==> src/rtl/ring_seq_ctrl.sv <==
module ring_seq_ctrl #(
  parameter int OPW   = 4,
  parameter int CW    = 12,
  parameter int STEPS = 6
) (
  input  logic           clk,
  input  logic           rst,
  input  logic [OPW-1:0] opcode,
  output logic [CW-1:0]  ctrl,
  output logic           halt
);
  localparam logic [OPW-1:0] OP_LOAD = 4'b0000;
  localparam logic [OPW-1:0] OP_ADD  = 4'b0001;
  localparam logic [OPW-1:0] OP_SUB  = 4'b0010;
  localparam logic [OPW-1:0] OP_OUT  = 4'b1110;
  localparam logic [OPW-1:0] OP_STOP = 4'b1111;

  localparam int PC_INC = 0, PC_DRV = 1, AR_LD = 2, MEM_DRV = 3, IR_LD = 4, IRA_DRV = 5,
                 ACC_LD = 6, ACC_DRV = 7, SUB_SEL = 8, ALU_DRV = 9, OPB_LD = 10, OUT_LD = 11;
  localparam logic [CW-1:0] DRV_MASK = CW'((1 << PC_DRV) | (1 << MEM_DRV) | (1 << IRA_DRV) |
                                           (1 << ACC_DRV) | (1 << ALU_DRV));

  logic [STEPS-1:0] step;
  logic             halted_q;
  logic             stop_now;
  logic [CW-1:0]    word;

  assign stop_now = step[3] && (opcode == OP_STOP);
  assign halt     = !rst && (halted_q || stop_now);

  always_ff @(posedge clk) begin
    if (rst) begin
      step     <= STEPS'(1);
      halted_q <= 1'b0;
    end else begin
      halted_q <= halted_q | stop_now;
      if (!halt) step <= {step[STEPS-2:0], step[STEPS-1]};
    end
  end

  always_comb begin
    word = '0;
    if (step[0]) begin
      word[PC_DRV] = 1'b1;
      word[AR_LD]  = 1'b1;
    end
    if (step[1]) word[PC_INC] = 1'b1;
    if (step[2]) begin
      word[MEM_DRV] = 1'b1;
      word[IR_LD]   = 1'b1;
    end
    if (step[3]) begin
      if (opcode == OP_LOAD || opcode == OP_ADD || opcode == OP_SUB) begin
        word[IRA_DRV] = 1'b1;
        word[AR_LD]   = 1'b1;
      end else if (opcode == OP_OUT) begin
        word[ACC_DRV] = 1'b1;
        word[OUT_LD]  = 1'b1;
      end
    end
    if (step[4]) begin
      if (opcode == OP_LOAD) begin
        word[MEM_DRV] = 1'b1;
        word[ACC_LD]  = 1'b1;
      end else if (opcode == OP_ADD || opcode == OP_SUB) begin
        word[MEM_DRV] = 1'b1;
        word[OPB_LD]  = 1'b1;
      end
    end
    if (step[5] && (opcode == OP_ADD || opcode == OP_SUB)) begin
      word[ALU_DRV] = 1'b1;
      word[ACC_LD]  = 1'b1;
      word[SUB_SEL] = (opcode == OP_SUB);
    end
  end

  assign ctrl = (rst || halt) ? '0 : word;

  assert_ring_onehot_R8: assert property (@(posedge clk) disable iff (rst) $onehot(step));
  assert_ring_wrap_R8: assert property (@(posedge clk) disable iff (rst)
    (!halt && step[STEPS-1]) |=> step[0]);
  assert_halt_sticky_R9: assert property (@(posedge clk) disable iff (rst) halt |=> halt);
  assert_halt_frozen_R9: assert property (@(posedge clk) disable iff (rst) halt |=> $stable(step));
  assert_sub_only_R6: assert property (@(posedge clk) disable iff (rst)
    ctrl[SUB_SEL] |-> (opcode == OP_SUB));
  assert_one_driver_R11: assert property (@(posedge clk) disable iff (rst)
    $onehot0(ctrl & DRV_MASK));
endmodule

==> config.mk <==
export PLATFORM = sky130hd
export DESIGN_NAME = ring_seq_ctrl
export DESIGN_NICKNAME = d
export VERILOG_FILES = /design/src/rtl/ring_seq_ctrl.sv
export SDC_FILE = /design/constraint.sdc
export NUM_CORES = 1
export LEC_CHECK = 0
export BUFFER_PORTS_ARGS = -buffer_cell sky130_fd_sc_hd__clkbuf_2
export CAP_MARGIN = 25
export CELL_PAD_IN_SITES_DETAIL_PLACEMENT = 1
export CELL_PAD_IN_SITES_GLOBAL_PLACEMENT = 1
export CORE_AREA = 2 2 45 47
export CTS_BUF_LIST = sky130_fd_sc_hd__clkbuf_2
export DETAILED_ROUTE_END_ITERATION = 6
export DIE_AREA = 0 0 47 49
export PLACE_DENSITY_LB_ADDON = 0.3
export SLEW_MARGIN = 20
export SYNTH_ARGS = -nofsm -noshare
export SYNTH_HDL_FRONTEND = slang
export SYNTH_SLANG_ARGS = --single-unit
==> constraint.sdc <==
create_clock -name clk -period 0.94 [get_ports clk]
set_input_delay 0 -clock clk [delete_from_list [all_inputs] [get_ports clk]]
set_output_delay 0 -clock clk [all_outputs]
set_load 0.1 [all_outputs]
## After elaboration in Yosys (flattened, before gate mapping)

Cells that the tools add are included.

| word-level totals | value |
|---|---|
| input bits | 6 |
| register bits | 7 |
| logic and storage cells | 38 |
| output and inout bits | 13 |

| cells by class | value |
|---|---|
| multiplexer cells | 21 |
| bitwise gates (word level) | 1 |
| equality and inequality tests | 4 |
| reduce and logical (&&, ||, !) cells | 10 |

Operators by type and width:

| kind | number |
|---|---|
| $mux W1 | 17 |
| $mux W12 | 1 |
| $eq A4 B4 Y1 const B | 2 |
| $mux W2 | 3 |
| $logic_or A1 B1 Y1 | 5 |
| $eq A4 B1 Y1 const B | 1 |
| $eq A4 B2 Y1 const B | 1 |
| $logic_not A4 Y1 | 1 |
| $logic_and A1 B1 Y1 | 3 |
| $logic_not A1 Y1 | 1 |
| $or A1 B1 Y1 | 1 |

## Logic depth before layout (Yosys ltp)

Gate-level depths: netlist of the first run.

| logic depth | value |
|---|---|
| depth after elaboration | 6 |
| mapped depth | 4 |
| depth with buffers taken out | 3 |

## Worst setup path before layout of the first run

Ideal clock, no wire load.

| timing path | value |
|---|---|
| path kind | register to output |
| start | reg halted_q |
| end | out ctrl[11] |
| data required time | 0.940 ns |
| stages on the path, launching flop included | 4 |
| arrival | 4.164 ns |
| buffers on the path | 2 |
| path slack | -3.224 ns |
| cell sequence | dfxtp_1 buf_4 nor4_1 buf_4 |

| on the way | value |
|---|---|
| cells in the longest elaborated chain, start to end | 4 |

Ends and longest elaborated chain:

| element | RTL line | source |
|---|---|---|
| from (decl) | 24 | `logic halted_q;` |
| from (signal assigned) | 36 | `halted_q <= halted_q \| stop_now;` |
| $logic_or A1 B1 Y1 | 29 | `assign halt = !rst && (halted_q \|\| stop_now);` |
| $logic_and A1 B1 Y1 | 29 |  |
| $logic_or A1 B1 Y1 | 77 | `assign ctrl = (rst \|\| halt) ? '0 : word;` |
| $mux W12 | 77 |  |
| to (decl) | 9 | `output logic [CW-1:0] ctrl,` |

No other way between the ends.

## Worst setup path after layout of the first run

| timing path | value |
|---|---|
| start | reg halted_q |
| end | out ctrl[6] |

The elaborated chain is that of the path after synthesis.

==> flow_metrics.py, run 1 <==
metrics = {
    "yosys": {
        "syn_nets": 74,
        "syn-cell-area_sq_um": 568,
        "avgSynthCellArea_sq_um": 8.35,
        "synth_flop_cell": "dfxtp_1",
        "synth_common_cells": "dfxtp_1 (7), nor2_1 (6), inv_1 (4), nand2_1 (4)",
        "synthCells": 68,
        "ys_top_cells_by_area": "dfxtp_1 (25%), o32a_1 (5.3%), nand4b_1 (4.6%), o311ai_1 (4.6%), buf_4 (4.0%)",
        "yosys.area.top_type_share_pct": 24.7,
        "synth.largest_area_cell": "dfxtp_1",
        "synth-async-reset-ratio_pct": 0,
        "synth_warnings": 0,
        "synth-edff-count": 0,
        "synth_cell_types": 32,
        "yosysSeqAreaShare_pct": 24.7,
        "ys_ff_latch": 7,
        "synth.most_common_cell": "dfxtp_1",
    },
    "detailed_routing": {
        "first_pass_iters": 4,
        "dr_total_vias": 739,
        "vias_per_cell": 5.13,
        "detail-route-antenna-nets": 0,
        "drt-total-wl_um": 2430,
        "drc": 0,
        "wire_per_inst_um": 16.9,
        "wl_met2_um": 1380,
        "wl_met3_um": 60,
        "drt_iter0_markers": 16,
        "m1WireLength_um": 946,
        "routed.top_layer": "met4",
    },
    "floorplanning": {
        "die_height_um": 49,
        "die_w_um": 47,
        "core_area_sq_mm": 0.00184,
        "start_util_pct": 30.8,
        "rows": 16,
        "ioPinCount": 19,
        "dieArea_sq_mm": 0.00230,
    },
    "hold_path": {
        "hold_class": "in -> reg",
    },
    "worst_setup_path": {
        "worstPathMaxFanout": 6,
        "slowest_stage": "dfxtp_4",
        "crit_arrival_ps": 1400,
        "worstSetupEndpointType": "output pin",
        "cp-start-kind": "register",
        "crit_family": "buffers and inverters",
        "required_ps": 940,
        "crit_buf_inv": 3,
        "crit_chain": "nor4_4 -> buf_6 -> buf_4 -> nor2b_4 -> buf_12",
        "slowest_delay_ps": 380,
        "worstSetupPathType": "reg -> out",
    },
    "clock_tree": {
        "cts_root_buf": "clkbuf_2",
        "cts_buffer_depth": 2,
        "cts.sinks": 7,
        "cts_hold_buf": 0,
        "cts-htree-levels": 1,
        "clk_pin_slew_ps": 90,
        "cts_tree": "done",
        "insertion_delay_ps": 260,
        "cts-buffers-inserted": 3,
    },
    "grt": {
        "grt_first_pass_wirelength_um": 4000,
        "grt_pass1_vias": 817,
        "grt_max_degree": 9,
        "grt_usage_pct": 24.4,
        "antenna_found_initial": 0,
        "overflow": 0,
    },
    "place": {
        "dp_hpwl_um": 1870,
        "place_ws_ps": -289,
        "port-buffer-count": 18,
        "gp_congestion": 0.824,
    },
    "timing": {
        "finalSetupViolCount": 18,
        "drv_slew": 0,
        "max_freq_mhz": 712,
        "layout_setup_ws_ps": -464,
        "rsz0062_at_grt": "yes",
        "worstMarginPinSlew_ps": 335,
        "finalHoldViolCount": 0,
        "slew_headroom_pct": 77.5,
        "timing.final.crit_share_pct": 149,
        "period_needed_ps": 1400,
        "fin_skew_ps": 3.20,
    },
    "status": {
        "violations": "negative setup slack",
        "status": "complete, but fails checks",
    },
    "final_layout": {
        "fin_nets": 124,
        "final_core_util_pct": 69.8,
        "drive_gt1_share_pct": 70.1,
        "antennaDiodeCount": 0,
        "syn_to_final_growth_pct": 126,
    },
    "power_and_ir_drop": {
        "leakagePower_nw": 0.509,
        "peakVddDrop_mv": 0.610,
        "power_density_mw_per_mm2": 915,
    },
    "run": {
        "max_cap_violations": 0,
    },
}
==> metrics by stage <==
step | power (mW) | setup TNS, ps | hold slack, ps | instances | instance area (sq um)
after floorplan | 0.660 | -5440 | 213 | 68 | 678
after global placement | 0.869 | -2530 | 461 | 136 | 1150
after detailed placement | 0.890 | -3430 | 476 | 136 | 1150
after CTS | 1.15 | -6410 | 216 | 143 | 1260
after global routing | 1.23 | -7230 | 259 | 144 | 1290
final | 1.18 | -6480 | 248 | 144 | 1290
==> state kept, by name, summed over array words and instances, names as in the netlist <==
register  cells
step          6
halted_q      1
==> layout make-up <==
type | instances | area (sq um)
fillers | 200 | 556
repair buffers | 50 | 544
multi-input cells | 51 | 520
flip-flops and latches | 7 | 149
well taps | 27 | 33.8
clock buffers | 4 | 20.0
inverters | 5 | 18.8
==> logic make-up (layout without fill, tap and decap cells) <==
kind of cell,after synthesis,in the layout,synth area share (%)
xor+xnor,1,1,1.54
flops,7,7,24.7
buf+inv,10,59,11.2
simple gates,34,34,40.3
compound gates,16,16,22.2
==> cells in the final DEF (no fill, tap or decap), drive strengths merged, types with 2 or more instances in the layout <==
cell type and count:
buf 45, clkbuf 9, nor2 7, dfxtp 7, inv 5, nand3 5, and3 4, nand2 4
nor4 3, nand4b 3, o32a 3, nand2b 3, o311ai 3, a21oi 2, a31oi 2, o21ai 2
o211ai 2
==> worst register-to-register path: stages, from the launching register on <==
cell,delay (ps)
dfxtp_4,380
buf_4,140
buf_6,110
or2b_1,240
o32a_1,300
o311ai_1,70
==> routing by layer <==
metal | track usage (%) | vias up
li1 | - | 357
met1 | 26.9 | 365
met2 | 43.6 | 11
met3 | 7.04 | 6
met4 | 6.02 | 0
met5 | 0 | -
==> where the power goes <==
part	internal, mW	switching [mW]
Clock	0.113	0.140
Combinational	0.244	0.331
Sequential	0.319	0.0314
==> path summary, 6_finish.rpt <==
kind	startpoint	end	slack, ps	cells after the start
setup reg to reg	halted_q	step[5]	-380	5
setup / recovery	halted_q	ctrl[6]	-460	5
hold reg to reg	step[1]	step[2]	550	2
hold / removal	rst	step[5]	250	3
==> repair_timing <==
action                                  CTS  global route
endpoints found under the hold margin     0             0
pin swaps                                11             5
resized for setup                        16             4
endpoints found under the setup margin   20            20
buffers inserted                          4             2
No activity file was read; power rests on OpenSTA's default activity.
==> run 2: changes to the inputs <==
--- a/config.mk
+++ b/config.mk
@@ -9,10 +9,10 @@
 export CAP_MARGIN = 25
 export CELL_PAD_IN_SITES_DETAIL_PLACEMENT = 1
 export CELL_PAD_IN_SITES_GLOBAL_PLACEMENT = 1
-export CORE_AREA = 2 2 45 47
-export CTS_BUF_LIST = sky130_fd_sc_hd__clkbuf_2
+export CORE_AREA = 2 2 43 45
+export CTS_BUF_LIST = sky130_fd_sc_hd__clkbuf_8
 export DETAILED_ROUTE_END_ITERATION = 6
-export DIE_AREA = 0 0 47 49
+export DIE_AREA = 0 0 45 47
 export PLACE_DENSITY_LB_ADDON = 0.3
 export SLEW_MARGIN = 20
 export SYNTH_ARGS = -nofsm -noshare
==> constraint.sdc (replaced) <==
create_clock -name clk -period 1.5 [get_ports clk]
set_input_delay 0 -clock clk [delete_from_list [all_inputs] [get_ports clk]]
set_output_delay 0 -clock clk [all_outputs]
set_load 0.1 [all_outputs]
==> run 2 against run 1 <==
Against the previous run:
- the run now ends clean
- final cell count shrank 26%
- final area shrank 24%
- clock power grew 9.1%
- power shrank 35%
- wire length shrank 21%
- critical path depth shrank 1
- non-clock buffer count shrank 28
- sequential cell count is the same
- via count shrank 18%
- combinational power shrank 54%
- sequential share of layout area grew 3.3 points
- critical endpoint is now ctrl[3]
==> flow_metrics.py, run 2 (synthesis gave the netlist of run 1 again) <==
metrics = {
    "timing": {
        "hold_slack_ps": 245,
        "max_freq_mhz": 697,
        "worstMarginPinSlew_ps": 483,
        "finalHoldViolCount": 0,
        "slew_headroom_pct": 68.0,
        "finalSetupTns_ps": 0,
        "timing.final.crit_share_pct": 95.7,
        "drv_slew": 0,
        "rsz0062_at_grt": "yes",
        "finalSetupViolCount": 0,
        "period_needed_ps": 1440,
        "fin_skew_ps": 3.38,
    },
    "worst_setup_path": {
        "r2r_slack_ps": 110,
        "worstPathMaxFanout": 6,
        "crit_cells": 4,
        "crit_arrival_ps": 1440,
        "required_ps": 1500,
        "worstSetupEndpointType": "output pin",
        "cp-start-kind": "register",
        "worstSetupPathType": "reg -> out",
        "crit_family": "simple AND/OR/NAND/NOR gates",
        "slowest_delay_ps": 360,
        "crit_chain": "nor4_4 -> nand3_2 -> a21oi_4 -> buf_12",
        "slowest_stage": "dfxtp_4",
        "reg2reg_from": "halted_q",
        "reg2reg_depth": 5,
        "critPathLaunch": "halted_q",
        "r2r-end": "step[5]",
        "endpoint": "ctrl[3]",
        "crit_buf_inv": 1,
    },
    "detailed_routing": {
        "drc": 0,
        "detail-route-antenna-nets": 0,
        "first_pass_iters": 4,
        "m1WireLength_um": 745,
        "dr_total_vias": 606,
        "wl_met2_um": 1030,
        "routed.top_layer": "met4",
        "vias_per_cell": 5.72,
        "wire_per_inst_um": 18.0,
        "wl_met3_um": 72,
        "drt-total-wl_um": 1910,
        "drt_iter0_markers": 13,
    },
    "place": {
        "dp.cells": 99,
        "gp_congestion": 0.801,
        "post_dp_cell_area_sq_um": 897,
        "port-buffer-count": 18,
        "dp_hpwl_um": 1330,
    },
    "final_layout": {
        "top_register": "step",
        "layout_common_cells": "buf_12 (12), inv_1 (5), clkbuf_2 (5), dfxtp_1 (5)",
        "syn_to_final_growth_pct": 71.8,
        "drive_gt1_share_pct": 47.2,
        "layoutNonFillerInstCount": 106,
        "fin_nets": 96,
        "finalInstanceArea_sq_um": 976,
        "fillerInstances": 183,
        "reg.largest.list": "step: 6 flops, halted_q: 1 flops",
        "antennaDiodeCount": 0,
        "largest_register_ffs": 6,
        "final_core_util_pct": 59.1,
        "final_common_cell": "buf_12",
    },
    "clock_tree": {
        "insertion_delay_ps": 230,
        "clk_pin_slew_ps": 40,
        "cts-htree-levels": 1,
        "cts.sinks": 7,
        "cts_hold_buf": 0,
        "cts_tree": "done",
        "cts_buffer_depth": 2,
        "cts_root_buf": "clkbuf_8",
        "cts-buffers-inserted": 3,
    },
    "grt": {
        "grt_pass1_vias": 663,
        "grt_usage_pct": 21.9,
        "grt_first_pass_wirelength_um": 3140,
        "grt_max_degree": 17,
        "antenna_found_initial": 0,
        "overflow": 0,
    },
    "power_and_ir_drop": {
        "peakVddDrop_mv": 0.459,
        "leakagePower_nw": 0.361,
        "power_density_mw_per_mm2": 781,
    },
    "floorplanning": {
        "ioPinCount": 19,
        "rows": 15,
        "dieArea_sq_mm": 0.00212,
        "die_w_um": 45,
        "core_area_sq_mm": 0.00165,
        "die_height_um": 47,
        "start_util_pct": 34.4,
    },
    "status": {
        "status": "finished clean",
    },
    "hold_path": {
        "hold_start": "opcode[3]",
        "hold_class": "in -> reg",
        "holdPathStages": 3,
    },
    "run": {
        "max_cap_violations": 0,
    },
}
run 2: cell types whose count changed in the layout (fill, tap and decap cells not counted), sizes merged:
| cell | change |
|---|---|
| inv | +1 |
| buf | -28 |
| clkbuf | -1 |
run 2: layer usage:
metal	global-route usage, %	vias to the layer above
li1	-	297
met1	25.5	287
met2	36.3	16
met3	5.00	6
met4	14.1	0
met5	0	-
run 2: what timing repair did:
item                       CTS  global route
buffers inserted             3             0
resized for setup            2             2
pin swaps                    3             2
setup endpoints to repair    5            12
run 2: worst min-delay path by stage:
stage | endpoint | slack (ps)
floorplan | step[3] | 220
global placement | step[3] | 450
finish | step[3] | 250
global route | halted_q | 260
CTS | halted_q | 240
detailed placement | step[3] | 470
run 2: where the power goes:
group	internal [mW]	switching, mW
Clock	0.178	0.0967
Combinational	0.0898	0.176
Sequential	0.201	0.0204
run 2: area by class of cell:
cell class | count | area, sq um | share of cell area, %
inverters | 5 | 18.8 | 1.92
flip-flops and latches | 7 | 145 | 14.9
multi-input cells | 51 | 445 | 45.6
well taps | 17 | 21.3 | 2.18
clock buffers | 3 | 41.3 | 4.23
repair buffers | 22 | 300 | 30.8
clock inverters | 1 | 3.75 | 0.385
run 2: per-stage QoR:
step / setup slack [ps] / power, mW
2_1_floorplan: -453 / 0.406
6_report: 64.9 / 0.762
4_1_cts: -15.3 / 0.763
5_1_grt: -2.24 / 0.795
3_3_place_gp: 253 / 0.479
3_5_place_dp: 195 / 0.485
run 2: worst min-delay path, delay by kind of cell:
kind | cells | cell delay [ps]
buf+inv | 1 | 180
compound gates | 2 | 250
==> run 3: changes to the inputs <==
==> constraint.sdc (replaced) <==
create_clock -name clk -period 1.36 [get_ports clk]
set_input_delay 0 -clock clk [delete_from_list [all_inputs] [get_ports clk]]
set_output_delay 0 -clock clk [all_outputs]
set_load 0.1 [all_outputs]
==> run 3 against run 2 <==
Against the previous run:
- sequential share of layout area is 1.3 points lower
- clock-buffer cell count is the same
- final area rose by 11%
- sequential cell count is the same
- utilization up 6.7 points
- power increased by 11%
- clock power up 2%
- wire length rose by 5.2%
- global-route usage is 0.85 points higher
- combinational power is 21% higher
- non-clock buffer count is 9 higher
- critical path type unchanged
- critical endpoint is now ctrl[10]
==> flow_metrics.py, run 3 (synthesis gave the netlist of run 1 again) <==
metrics = {
    "timing": {
        "finalHoldViolCount": 0,
        "finalSetupViolCount": 0,
        "worstMarginPinSlew_ps": 300,
        "period_needed_ps": 1350,
        "fin_skew_ps": 2.87,
        "max_freq_mhz": 738,
        "timing.final.crit_share_pct": 99.6,
        "slew_headroom_pct": 79.9,
        "rsz0062_at_grt": "yes",
        "drv_slew": 0,
    },
    "clock_tree": {
        "cts-htree-levels": 1,
        "cts.sinks": 7,
        "cts_tree": "done",
        "cts-buffers-inserted": 3,
        "cts_root_buf": "clkbuf_8",
        "cts_buffer_depth": 2,
        "cts_hold_buf": 0,
        "clk_pin_slew_ps": 40,
        "insertion_delay_ps": 230,
    },
    "worst_setup_path": {
        "crit_chain": "nor4_4 -> buf_4 -> and3_2 -> buf_12",
        "r2r-end": "step[0]",
        "reg2reg_from": "step[3]",
        "cp-start-kind": "register",
        "required_ps": 1360,
        "worstSetupPathType": "reg -> out",
        "r2r_slack_ps": 120,
        "slowest_delay_ps": 360,
        "crit_arrival_ps": 1350,
        "worstSetupEndpointType": "output pin",
        "crit_family": "simple AND/OR/NAND/NOR gates",
        "reg2reg_depth": 5,
        "crit_buf_inv": 2,
        "slowest_stage": "dfxtp_4",
        "worstPathMaxFanout": 6,
    },
    "final_layout": {
        "reg.largest.list": "step: 6 flops, halted_q: 1 flops",
        "fillerInstances": 177,
        "layout_common_cells": "buf_12 (13), buf_4 (13), inv_1 (5), clkbuf_2 (5), dfxtp_1 (5)",
        "multi_input_area_sq_um": 470,
        "finalInstanceArea_sq_mm": 0.00109,
        "fin_nets": 105,
        "top_register": "step",
        "antennaDiodeCount": 0,
        "syn_to_final_growth_pct": 91.2,
        "largest_register_ffs": 6,
        "drive_gt1_share_pct": 60.2,
        "seqCellArea_sq_um": 148,
    },
    "place": {
        "gp_congestion": 0.804,
        "port-buffer-count": 18,
        "post_dp_cell_area_sq_um": 945,
        "dp_hpwl_um": 1460,
    },
    "power_and_ir_drop": {
        "combPwrFrac_pct": 37.9,
        "pwr-share-seq_pct": 28.9,
        "power.total_mw": 0.846,
        "clkPwrFrac_pct": 33.2,
        "leakagePower_nw": 0.409,
        "peakVddDrop_mv": 0.847,
        "p_sw_mw": 0.313,
        "power_density_mw_per_mm2": 779,
        "internal_power_mw": 0.534,
        "power.share.switching_pct": 36.9,
    },
    "hold_path": {
        "min_to": "halted_q",
        "hold_start": "rst",
        "holdPathStages": 3,
        "hold_class": "in -> reg",
    },
    "detailed_routing": {
        "dr_total_vias": 657,
        "first_pass_iters": 4,
        "drt-total-wl_um": 2010,
        "drt_iter0_markers": 22,
        "drc": 0,
        "detail-route-antenna-nets": 0,
        "vias_per_cell": 5.71,
        "wire_per_inst_um": 17.5,
    },
    "grt": {
        "overflow": 0,
        "grt_pass1_vias": 697,
        "antenna_found_initial": 0,
        "grt_max_degree": 14,
        "grt_usage_pct": 22.7,
        "grt_first_pass_wirelength_um": 3370,
    },
    "floorplanning": {
        "start_util_pct": 34.4,
        "die_height_um": 47,
        "dieArea_sq_mm": 0.00212,
        "die_w_um": 45,
        "core_area_sq_mm": 0.00165,
        "rows": 15,
        "ioPinCount": 19,
    },
    "status": {
        "status": "finished clean",
    },
    "run": {
        "max_cap_violations": 0,
    },
}
## run 3: cell type report
class	count	share of cell area [%]
repair buffers	31	35.3
multi-input cells	51	43.3
flip-flops and latches	7	13.6
inverters	5	1.73
well taps	17	1.96
clock inverters	1	0.346
clock buffers	3	3.80
## run 3: how the worst max path moves through the flow
stage	startpoint	endpoint	slack [ps]	cells after the start
floorplan	halted_q	ctrl[11]	-590	3
global placement	halted_q	ctrl[3]	130	4
detailed placement	halted_q	ctrl[3]	30	4
CTS	halted_q	ctrl[10]	-6	4
global route	halted_q	ctrl[10]	-70	4
finish	halted_q	ctrl[10]	5	4
## run 3: timing repair
action | in CTS | in global routing
endpoints found under the hold margin | 0 | 0
pin swaps | 2 | 2
setup endpoints to repair | 13 | 10
buffers inserted | 7 | 2
resized for setup | 6 | 4
## run 3: power by group through the flow
stage          Clock (mW)  Combinational [mW]  Sequential [mW]
3_5_place_dp            0               0.302            0.248
6_report            0.281               0.321            0.245
2_1_floorplan           0               0.209            0.240
3_3_place_gp            0               0.295            0.247
5_1_grt             0.305               0.336            0.248
4_1_cts             0.289               0.313            0.244
## run 3: metrics by stage
stage	setup TNS, ps	setup slack [ps]	hold slack [ps]	utilization, %	instances
finish	0	5.45	294	65.8	115
global route	-340	-65.6	288	65.8	115
CTS	-6.35	-6.35	235	64.2	113
detailed placement	0	32.5	438	57.2	102
global placement	0	131	442	57.2	102
floorplan	-1190	-593	215	-	68
## run 3: metal layers
metal	part of all wire [%]	wire length, um	GRT usage [%]	vias up
met5	0	0	0	-
met4	0.30	6	7.06	0
met3	4.1	83	6.15	2
met2	57	1140	42.6	15
met1	39	778	24.9	323
li1	-	-	-	317
## run 3: worst min-delay path, stage by stage
cell and delay (ps):
clkbuf_2 150, buf_4 220, nor2_1 100
